### config.mk
export PLATFORM = sky130hd
export DESIGN_NAME = rename_unit
export DESIGN_NICKNAME = d
export VERILOG_FILES = /design/src/rtl/rn_pkg.sv /design/src/rtl/rn_free_fifo.sv /design/src/rtl/rn_alias_table.sv /design/src/rtl/rn_reader_track.sv /design/src/rtl/rn_arch_file.sv /design/src/rtl/rename_unit.sv
export SDC_FILE = /design/constraint.sdc
export NUM_CORES = 1
export LEC_CHECK = 0
export BUFFER_PORTS_ARGS = -buffer_cell sky130_fd_sc_hd__buf_2
export CAP_MARGIN = 5
export CORE_MARGIN = 2
export CORE_UTILIZATION = 49
export DETAILED_ROUTE_END_ITERATION = 8
export GPL_TIMING_DRIVEN = 0
export PLACE_DENSITY = 0.66
export SYNTH_ARGS = -nofsm -noshare
export SYNTH_HDL_FRONTEND = slang
export SYNTH_SLANG_ARGS = --single-unit
### constraint.sdc
create_clock -name clk -period 8.85 [get_ports clk]
set_input_delay 0.885 -clock clk [delete_from_list [all_inputs] [get_ports clk]]
set_output_delay 0.885 -clock clk [all_outputs]
set_load 0.03 [all_outputs]
### src/rtl/rn_pkg.sv
`timescale 1ns/1ps
package rn_pkg;
  // index width for a table of n entries, never below one bit
  function automatic int idx_w(input int n);
    return (n > 1) ? $clog2(n) : 1;
  endfunction
endpackage

### src/rtl/rn_free_fifo.sv
`timescale 1ns/1ps
module rn_free_fifo #(
  parameter int DEPTH = 16,
  parameter int TW    = 4,
  parameter int CW    = 5
) (
  input  logic          clk,
  input  logic          rst,
  input  logic          pop,
  output logic [TW-1:0] head_tag,
  input  logic          push,
  input  logic [TW-1:0] push_tag,
  output logic          empty,
  output logic [CW-1:0] level
);
  localparam logic [TW-1:0] LAST = TW'(DEPTH - 1);

  logic [TW-1:0] slot [DEPTH];
  logic [TW-1:0] rd_ptr, wr_ptr;
  logic [CW-1:0] level_q;

  function automatic logic [TW-1:0] step(input logic [TW-1:0] p);
    return (p == LAST) ? '0 : p + TW'(1);
  endfunction

  always_ff @(posedge clk) begin
    if (rst) begin
      for (int i = 0; i < DEPTH; i++) slot[i] <= TW'(i);
      rd_ptr  <= '0;
      wr_ptr  <= '0;
      level_q <= CW'(DEPTH);
    end else begin
      if (pop) rd_ptr <= step(rd_ptr);
      if (push) begin
        slot[wr_ptr] <= push_tag;
        wr_ptr       <= step(wr_ptr);
      end
      level_q <= level_q + CW'(push) - CW'(pop);
    end
  end

  assign head_tag = slot[rd_ptr];
  assign empty    = (level_q == '0);
  assign level    = level_q;
endmodule

### src/rtl/rn_alias_table.sv
`timescale 1ns/1ps
module rn_alias_table #(
  parameter int ENTRIES = 6,
  parameter int IW      = 3,
  parameter int TW      = 4
) (
  input  logic          clk,
  input  logic          rst,
  input  logic [IW-1:0] look_a_idx,
  output logic          look_a_live,
  output logic [TW-1:0] look_a_tag,
  input  logic [IW-1:0] look_b_idx,
  output logic          look_b_live,
  output logic [TW-1:0] look_b_tag,
  input  logic          set_en,
  input  logic [IW-1:0] set_idx,
  input  logic [TW-1:0] set_tag,
  input  logic          clr_en,
  input  logic [IW-1:0] clr_idx,
  input  logic [TW-1:0] clr_tag
);
  logic          live_q [ENTRIES];
  logic [TW-1:0] tag_q  [ENTRIES];

  always_ff @(posedge clk) begin
    if (rst) begin
      for (int e = 0; e < ENTRIES; e++) begin
        live_q[e] <= 1'b0;
        tag_q[e]  <= '0;
      end
    end else begin
      for (int e = 0; e < ENTRIES; e++) begin
        if (set_en && set_idx == IW'(e)) begin
          // a new writer always wins over a commit in the same cycle
          live_q[e] <= 1'b1;
          tag_q[e]  <= set_tag;
        end else if (clr_en && clr_idx == IW'(e) && live_q[e] && tag_q[e] == clr_tag) begin
          live_q[e] <= 1'b0;
        end
      end
    end
  end

  always_comb begin
    look_a_live = 1'b0;
    look_a_tag  = '0;
    look_b_live = 1'b0;
    look_b_tag  = '0;
    for (int e = 0; e < ENTRIES; e++) begin
      if (look_a_idx == IW'(e)) begin
        look_a_live = live_q[e];
        look_a_tag  = tag_q[e];
      end
      if (look_b_idx == IW'(e)) begin
        look_b_live = live_q[e];
        look_b_tag  = tag_q[e];
      end
    end
  end
endmodule

### src/rtl/rn_reader_track.sv
`timescale 1ns/1ps
module rn_reader_track #(
  parameter int ENTRIES = 16,
  parameter int TW      = 4,
  parameter int CW      = 4
) (
  input  logic          clk,
  input  logic          rst,
  input  logic          inc_a_en,
  input  logic [TW-1:0] inc_a_tag,
  input  logic          inc_b_en,
  input  logic [TW-1:0] inc_b_tag,
  input  logic          dec_en,
  input  logic [TW-1:0] dec_tag,
  input  logic          done_en,
  input  logic [TW-1:0] done_tag,
  output logic          rel_valid,
  output logic [TW-1:0] rel_tag
);
  logic [CW-1:0]      cnt_q [ENTRIES];
  logic [ENTRIES-1:0] done_q;

  // lowest-numbered register that is committed and unread is freed first
  always_comb begin
    rel_valid = 1'b0;
    rel_tag   = '0;
    for (int e = 0; e < ENTRIES; e++) begin
      if (!rel_valid && done_q[e] && cnt_q[e] == '0) begin
        rel_valid = 1'b1;
        rel_tag   = TW'(e);
      end
    end
  end

  always_ff @(posedge clk) begin
    if (rst) begin
      for (int e = 0; e < ENTRIES; e++) cnt_q[e] <= '0;
      done_q <= '0;
    end else begin
      for (int e = 0; e < ENTRIES; e++) begin
        cnt_q[e] <= cnt_q[e]
                    + CW'(inc_a_en && inc_a_tag == TW'(e))
                    + CW'(inc_b_en && inc_b_tag == TW'(e))
                    - CW'(dec_en && dec_tag == TW'(e));
        if (done_en && done_tag == TW'(e))
          done_q[e] <= 1'b1;
        else if (rel_valid && rel_tag == TW'(e))
          done_q[e] <= 1'b0;
      end
    end
  end
endmodule

### src/rtl/rn_arch_file.sv
`timescale 1ns/1ps
module rn_arch_file #(
  parameter int IW = 3,
  parameter int DW = 16
) (
  input  logic          clk,
  input  logic          wr_en,
  input  logic [IW-1:0] wr_idx,
  input  logic [DW-1:0] wr_data,
  input  logic [IW-1:0] rd_idx,
  output logic [DW-1:0] rd_data
);
  localparam int SLOTS = 1 << IW;

  logic [DW-1:0] mem [SLOTS];

  always_ff @(posedge clk) begin
    if (wr_en) mem[wr_idx] <= wr_data;
    rd_data <= mem[rd_idx];
  end
endmodule

### src/rtl/rename_unit.sv
`timescale 1ns/1ps
module rename_unit #(
  parameter int ARCH_REGS = 6,
  parameter int PHYS_REGS = 16,
  parameter int DATA_W    = 16,
  parameter int RDR_CNT_W = 4,
  localparam int AIW = rn_pkg::idx_w(ARCH_REGS),
  localparam int PTW = rn_pkg::idx_w(PHYS_REGS),
  localparam int FCW = $clog2(PHYS_REGS + 1)
) (
  input  logic              clk,
  input  logic              rst,
  input  logic              ren_valid,
  input  logic [AIW-1:0]    ren_src_a,
  input  logic [AIW-1:0]    ren_src_b,
  input  logic [AIW-1:0]    ren_dst,
  input  logic              ren_dst_en,
  output logic              stall,
  output logic              rsp_valid,
  output logic              rsp_src_a_arf,
  output logic [PTW-1:0]    rsp_src_a_tag,
  output logic              rsp_src_b_arf,
  output logic [PTW-1:0]    rsp_src_b_tag,
  output logic              rsp_dst_en,
  output logic [PTW-1:0]    rsp_dst_tag,
  input  logic              rd_done_valid,
  input  logic [PTW-1:0]    rd_done_tag,
  input  logic              cmt_valid,
  input  logic [AIW-1:0]    cmt_arch,
  input  logic [PTW-1:0]    cmt_tag,
  input  logic [DATA_W-1:0] cmt_data,
  input  logic [AIW-1:0]    arf_rd_idx,
  output logic [DATA_W-1:0] arf_rd_data
);
  logic           pool_empty;
  logic [PTW-1:0] pool_head;
  logic [FCW-1:0] free_level;
  logic           accept, alloc;
  logic           a_live, b_live;
  logic [PTW-1:0] a_tag, b_tag;
  logic           rel_valid;
  logic [PTW-1:0] rel_tag;

  assign stall  = pool_empty;
  assign accept = ren_valid && !pool_empty;
  assign alloc  = accept && ren_dst_en;

  rn_free_fifo #(.DEPTH(PHYS_REGS), .TW(PTW), .CW(FCW)) u_pool (
    .clk(clk), .rst(rst),
    .pop(alloc), .head_tag(pool_head),
    .push(rel_valid), .push_tag(rel_tag),
    .empty(pool_empty), .level(free_level)
  );

  rn_alias_table #(.ENTRIES(ARCH_REGS), .IW(AIW), .TW(PTW)) u_map (
    .clk(clk), .rst(rst),
    .look_a_idx(ren_src_a), .look_a_live(a_live), .look_a_tag(a_tag),
    .look_b_idx(ren_src_b), .look_b_live(b_live), .look_b_tag(b_tag),
    .set_en(alloc), .set_idx(ren_dst), .set_tag(pool_head),
    .clr_en(cmt_valid), .clr_idx(cmt_arch), .clr_tag(cmt_tag)
  );

  rn_reader_track #(.ENTRIES(PHYS_REGS), .TW(PTW), .CW(RDR_CNT_W)) u_readers (
    .clk(clk), .rst(rst),
    .inc_a_en(accept && a_live), .inc_a_tag(a_tag),
    .inc_b_en(accept && b_live), .inc_b_tag(b_tag),
    .dec_en(rd_done_valid), .dec_tag(rd_done_tag),
    .done_en(cmt_valid), .done_tag(cmt_tag),
    .rel_valid(rel_valid), .rel_tag(rel_tag)
  );

  rn_arch_file #(.IW(AIW), .DW(DATA_W)) u_arf (
    .clk(clk),
    .wr_en(cmt_valid), .wr_idx(cmt_arch), .wr_data(cmt_data),
    .rd_idx(arf_rd_idx), .rd_data(arf_rd_data)
  );

  always_ff @(posedge clk) begin
    if (rst) begin
      rsp_valid     <= 1'b0;
      rsp_src_a_arf <= 1'b1;
      rsp_src_a_tag <= '0;
      rsp_src_b_arf <= 1'b1;
      rsp_src_b_tag <= '0;
      rsp_dst_en    <= 1'b0;
      rsp_dst_tag   <= '0;
    end else begin
      rsp_valid <= accept;
      if (accept) begin
        rsp_src_a_arf <= !a_live;
        rsp_src_a_tag <= a_live ? a_tag : '0;
        rsp_src_b_arf <= !b_live;
        rsp_src_b_tag <= b_live ? b_tag : '0;
        rsp_dst_en    <= ren_dst_en;
        rsp_dst_tag   <= ren_dst_en ? pool_head : '0;
      end
    end
  end
endmodule

Word level (Yosys, flattened, before mapping):

Memory sizes are Yosys's and may differ from the RTL's. A register that Yosys moved wholly into a read port is not among the register bits.
Cells that the tools add are included.

* flip-flop bits (word level): 45
* RAM bits: 286
* bits of input ports: 45
* output and inout port bits: 33
* word-level logic and storage cells: 601
* memories: 5

* add/subtract/negate cells: 52
* equal/unequal tests: 103
* muxes and demuxes: 181
* bitwise logic cells: 34
* reductions and logical operators: 200

Memories
* u_arf.mem: words 8, width 16, rd ports 1, clocked after memory_dff 1, wr ports 1, RTL line rn_arch_file.sv:15 `logic [DW-1:0] mem [SLOTS];`
* u_pool.slot: words 16, width 4, rd ports 1, clocked after memory_dff 1, wr ports 16, RTL line rn_free_fifo.sv:18 `logic [TW-1:0] slot [DEPTH];`
* u_readers.cnt_q: words 16, width 4, rd ports 16, clocked after memory_dff 0, wr ports 16, RTL line rn_reader_track.sv:20 `logic [CW-1:0] cnt_q [ENTRIES];`
* u_map.tag_q: words 6, width 4, rd ports 6, clocked after memory_dff 0, wr ports 6, RTL line rn_alias_table.sv:23 `logic [TW-1:0] tag_q [ENTRIES];`
* u_map.live_q: words 6, width 1, rd ports 6, clocked after memory_dff 0, wr ports 6, RTL line rn_alias_table.sv:22 `logic live_q [ENTRIES];`

Operators with widths (number)
* $mux 4: 51
* $eq 4x4->1 const B: 42
* $logic_and 1x1->1: 139
* $add 4x1->4: 32
* $mux 1: 124
* $logic_not 4->1: 21
* $eq 4x3->1 const B: 20
* $sub 4x1->4: 16
* $eq 4x2->1 const B: 10
* $or 1x1->1: 34
* $reduce_bool 2->1: 16
* $eq 3x2->1 const B: 8
* $eq 3x3->1 const B: 8
* $eq 4x4->1: 6
* $eq 4x1->1 const B: 5
* $logic_not 1->1: 18
* $eq 3x1->1 const B: 4
* $logic_not 3->1: 4
* $mux 3: 4
* $add 4x1->4 const B: 2
* $add 5x1->5: 1
* $logic_not 5->1: 1
* $sub 5x1->5: 1
* $mux 2: 2
* $reduce_or 4->1: 1

Longest topological paths before layout:

An unclocked memory read counts as a cell.

* depth after elaboration: 69
* depth in mapped cells: 18
* gate-level depth less buffers: 16

Cells and area by module:

From an unflattened synthesis, not the netlist that was laid out.

* cells, all modules: 1335
* area total of the unflattened synthesis: 17200.2 sq um

By module, submodules not included
* rn_reader_track: instances 1, cells each 580, area an instance 5391.4 sq um, seq. area each 1601.5 sq um
* rn_arch_file: instances 1, cells each 214, area an instance 5293.8 sq um, seq. area each 4164.0 sq um
* rn_free_fifo: instances 1, cells each 298, area an instance 3862.5 sq um, seq. area each 2262.2 sq um
* rn_alias_table: instances 1, cells each 174, area an instance 2063.2 sq um, seq. area each 900.9 sq um
* rename_unit: instances 1, cells each 69, area an instance 589.3 sq um, seq. area each 320.3 sq um

Least setup slack after synthesis:

No wires, ideal clock.

* kind: input to register
* start: input port ren_src_a[0]
* end: memory u_readers.cnt_q[2][2], in the netlist u_readers.cnt_q[0][10]
* library setup time: 0.128 ns
* data arrival time: 3.899 ns
* required time: 8.722 ns
* setup slack: 4.823 ns
* stages: 13
* buffers on the path: 2
* cell sequence: clkbuf_1 > buf_2 > mux2i_1 > o21ai_0 > a222oi_1 > nor3b_1 > nand3_1 > ha_1 > inv_1 > fa_1 > fa_1 > xnor2_1 > nor2_1

RTL lines
* from (decl): RTL line rename_unit.sv:14 `input logic [AIW-1:0] ren_src_a,`
* to (decl): RTL line rn_reader_track.sv:20

==> flow_summary.json <==
{
  "wire_per_inst_um": 20.4,
  "netlist-cell-type-count": 63,
  "reg_power_frac": 0.464,
  "clk_latency_ns": 0.53,
  "synth_edf_count": 222,
  "number_of_clock_sinks": 351,
  "final_net_count": 1628,
  "top_cell_family_by_delay_on_the_critical_path": "adder cells",
  "cp.required_ns": 9.23,
  "cp.arrival_ns": 4.65,
  "routed_wl_um": 39800,
  "crit_slowest_cell": "sky130_fd_sc_hd__a222oi_1",
  "clock-root-buffer": "sky130_fd_sc_hd__clkbuf_16",
  "cellPowerDensity_nw_per_um2": 212,
  "cts_buffers": 37,
  "timing.clock.skew_ns": 0.0189,
  "die_area_um2": 36000,
  "synthesis.nets": 1508,
  "cts_tree": "done",
  "initialDrtViolationCount": 934,
  "std_cell_rows": 67,
  "final.min_clock_period_ns": 4.27,
  "clock_transition_at_the_register_clock_pins_on_the_worst_setup_and_hold_paths_after_cts_ns": 0.06,
  "ctsHtreeMaxLevel": 2,
  "share_of_flip_flops_with_an_asynchronous_set_or_reset_after_synthesis": 0,
  "grt_usage": 0.229,
  "yosys_register_bits": 351,
  "crit_path_cell_trace": "clkbuf_1, buf_2, mux2i_1, o21ai_0, a222oi_1, nor3b_1, nand3_1, ha_1, inv_1, fa_1, fa_1, xnor2_1, nor2_1",
  "grtUsageMet2": 0.387,
  "dieWidth_um": 190,
  "dp_hpwl_um": 29600,
  "number_of_hold_violations_in_the_final_report": 0,
  "postCtsSetupRepairBufs": 0,
  "worst_setup_path_end_kind": "flop",
  "clockBufferDepth": 3,
  "worst_setup_path_start_kind": "input pin",
  "antenna-diode-count": 0,
  "cts.hold.buffers_added": 0,
  "max-slew-margin-rel": 0.394,
  "grt_overflow": 0,
  "finalSetupViolCount": 0,
  "setup_tns_ns": 0,
  "placeableCoreArea_um2": 33700,
  "worstPathBufferInverterCount": 3,
  "global_route.peak_usage_layer": "met2",
  "drv_slew": 0,
  "number_of_antenna_violations_at_the_first_check_in_global_routing": 0,
  "worst_ir_drop_vdd_mv": 0.171,
  "power.net_switching_mw": 1.06,
  "dieHeight_um": 190,
  "drt_drc": 0,
  "grt_util_met1": 0.308,
  "layout.cell_area.non_filler_um2": 19200,
  "route.detailed.vias_per_inst": 5.64,
  "grt.met3_usage": 0.0406,
  "ys.flop_type": "sky130_fd_sc_hd__edfxtp_1",
  "p_total_mw": 4.06,
  "ant_nets": 0,
  "power.internal_mw": 3.00,
  "status": "completed",
  "avgSynthCellArea_um2": 12.5,
  "netSwitchingFraction": 0.261,
  "logic_pwr_share": 0.159,
  "worst-setup-path-type": "in -> reg",
  "grt_first_pass_wirelength_um": 63400,
  "grt_setup_unrepaired": "false",
  "drt_pre_antenna_iters": 5,
  "synth_sequential_area_ratio": 0.548,
  "area.growth.synth_to_final_pct": 13.5,
  "synthesis.instances": 1355,
  "timing_worst_slew_pin_value_ns": 0.903,
  "critical_path.most_common_cell": "sky130_fd_sc_hd__fa_1",
  "hold_worst_slack_ns": 0.448,
  "slowest_delay_ns": 0.59,
  "share_clk_of_total_power": 0.377,
  "synth-warning-count": 0,
  "hp-class": "reg -> reg",
  "via_count_of_the_first_global_routing_pass": 11286,
  "drv.max_cap_violation_count": 0,
  "power_leakage_nw": 7.04,
  "share_of_layout_cells_above_drive_strength_1": 0.172,
  "synth_area_um2": 16900,
  "detailroute.via_count": 11002,
  "detailed_place.area_um2": 18000,
  "largest_net_degree_at_the_start_of_global_routing": 15,
  "io_pins": 78,
  "initial_core_util": 0.501,
  "post_cts_resized": 0,
  "port_buffers": 71,
  "maxClockFrequency_mhz": 234,
  "globalplace.congestion": 0.912,
  "min_period_over_period": 0.482,
  "worstPathMaxFanout": 10
}
[flip-flops by register name, indices dropped and copies added, names as in the netlist, named ones only]
signal,cells
rsp_src_a_tag,4
rsp_src_b_tag,4
rsp_dst_tag,4
u_readers.done_q,16
u_pool.level,5
rsp_dst_en,1
rsp_src_a_arf,1
u_map.tag_q,24
u_pool.wr_ptr,4
rsp_valid,1
u_arf.rd_data,16
u_map.live_q,6
rsp_src_b_arf,1
u_readers.cnt_q,64
u_pool.rd_ptr,4
u_arf.mem,128
u_pool.slot,64
[per-stage QoR]
step	utilization	std cells	worst slack, ns
2_1_floorplan	-	1355	4.82
3_3_place_gp	0.528	1874	4.15
3_5_place_dp	0.534	1884	4.11
4_1_cts	0.569	1950	4.64
5_1_grt	0.569	1950	4.30
6_report	0.569	1950	4.58
[worst min-delay path: stages (launching register included)]
cell and delay, ns:
sky130_fd_sc_hd__dfxtp_1 0.32, sky130_fd_sc_hd__nand2_1 0.04, sky130_fd_sc_hd__o21ai_0 0.05
[cell usage in the layout (no fill, tap or decap), types with 6 or more instances in the layout]
cell type and count:
sky130_fd_sc_hd__edfxtp_1 222, sky130_fd_sc_hd__dfxtp_1 129, sky130_fd_sc_hd__nor2_1 128, sky130_fd_sc_hd__inv_1 102, sky130_fd_sc_hd__buf_2 80, sky130_fd_sc_hd__nand2_1 76, sky130_fd_sc_hd__ha_1 75, sky130_fd_sc_hd__a21oi_1 54
sky130_fd_sc_hd__clkbuf_1 49, sky130_fd_sc_hd__mux4_2 49, sky130_fd_sc_hd__nor2b_1 47, sky130_fd_sc_hd__nand3_1 45, sky130_fd_sc_hd__clkbuf_16 38, sky130_fd_sc_hd__xnor2_1 34, sky130_fd_sc_hd__fa_1 33, sky130_fd_sc_hd__mux2_2 29
sky130_fd_sc_hd__xor2_1 26, sky130_fd_sc_hd__a21o_1 24, sky130_fd_sc_hd__o21ai_0 20, sky130_fd_sc_hd__mux2i_1 17, sky130_fd_sc_hd__nand2b_1 16, sky130_fd_sc_hd__a31o_2 16, sky130_fd_sc_hd__o31ai_1 14, sky130_fd_sc_hd__nor3_1 12
sky130_fd_sc_hd__nand4bb_1 10, sky130_fd_sc_hd__nor4bb_1 8, sky130_fd_sc_hd__buf_6 8, sky130_fd_sc_hd__nor4_1 8, sky130_fd_sc_hd__and2_1 7, sky130_fd_sc_hd__clkinv_2 7, sky130_fd_sc_hd__o21ai_1 6, sky130_fd_sc_hd__nand3b_1 6
sky130_fd_sc_hd__nand4b_1 6, sky130_fd_sc_hd__nor2_2 6, sky130_fd_sc_hd__clkinv_1 6
[kinds of logic after synthesis]
| group | synth area share |
|---|---|
| AOI/OAI and AO/OA | 0.0701 |
| xor gates and xnor gates | 0.0311 |
| adders and majority gates | 0.0947 |
| buffers and inverters | 0.0382 |
| DFF | 0.548 |
| muxes | 0.0947 |
| and+or+nand+nor | 0.124 |
[cell type report]
cell class,count,area (µm²)
inverters,103,387
fillers,2767,14500
repair buffers,81,515
multi-input cells,843,7020
plain buffers,58,259
flip-flops and latches,351,9250
clock buffers,49,1020
well taps,448,561
clock inverters,17,164
[path summary, 6_finish.rpt]
kind	from	end	slack, ns	depth (start not counted)
max	ren_src_a[0]	u_readers.cnt_q[0][10]	4.58	13
min	rsp_src_b_tag[0]	rsp_src_b_tag[0]	0.45	2
min reg2reg	rsp_src_b_tag[0]	rsp_src_b_tag[0]	0.45	2
max reg2reg	u_pool.level[2]	u_readers.cnt_q[0][10]	4.95	13
[layer usage]
layer / up-vias / routed length (µm)
met5: - / 0
li1: 5135 / -
met4: 0 / 958
met2: 372 / 19000
met1: 5431 / 17200
met3: 64 / 2580
[cell usage after synthesis (7+ instances only)]
master / instances / share of area
sky130_fd_sc_hd__mux4_2: 49 / 0.065
sky130_fd_sc_hd__edfxtp_1: 222 / 0.39
sky130_fd_sc_hd__nor4bb_1: 8 / 0.0047
sky130_fd_sc_hd__a21o_1: 24 / 0.011
sky130_fd_sc_hd__nand4bb_1: 10 / 0.0067
sky130_fd_sc_hd__xnor2_1: 34 / 0.018
sky130_fd_sc_hd__nand2_1: 76 / 0.017
sky130_fd_sc_hd__o31ai_1: 14 / 0.0062
sky130_fd_sc_hd__nand2b_1: 16 / 0.0059
sky130_fd_sc_hd__nor2b_1: 47 / 0.017
sky130_fd_sc_hd__fa_1: 33 / 0.039
sky130_fd_sc_hd__buf_2: 9 / 0.0027
sky130_fd_sc_hd__mux2_2: 29 / 0.019
sky130_fd_sc_hd__nor4_1: 8 / 0.0030
sky130_fd_sc_hd__clkbuf_1: 41 / 0.0091
sky130_fd_sc_hd__ha_1: 75 / 0.056
sky130_fd_sc_hd__mux2i_1: 17 / 0.010
sky130_fd_sc_hd__a31o_2: 16 / 0.0083
sky130_fd_sc_hd__dfxtp_1: 129 / 0.15
sky130_fd_sc_hd__and2_1: 7 / 0.0026
sky130_fd_sc_hd__o21ai_0: 20 / 0.0059
sky130_fd_sc_hd__nand3_1: 45 / 0.013
sky130_fd_sc_hd__nor2_1: 134 / 0.030
sky130_fd_sc_hd__a21oi_1: 54 / 0.016
sky130_fd_sc_hd__inv_1: 102 / 0.023
sky130_fd_sc_hd__nor3_1: 14 / 0.0041
sky130_fd_sc_hd__xor2_1: 26 / 0.013
[power groups by stage]
stage / clock network, mW / logic, mW / registers, mW
after floorplan: 0 / 0.436 / 1.93
after global placement: 0 / 0.623 / 1.92
after detailed placement: 0 / 0.646 / 1.92
after CTS: 1.56 / 0.653 / 1.89
after global routing: 1.62 / 0.720 / 1.90
final: 1.53 / 0.647 / 1.88
Note: power is estimated with default switching activity, not from simulation.
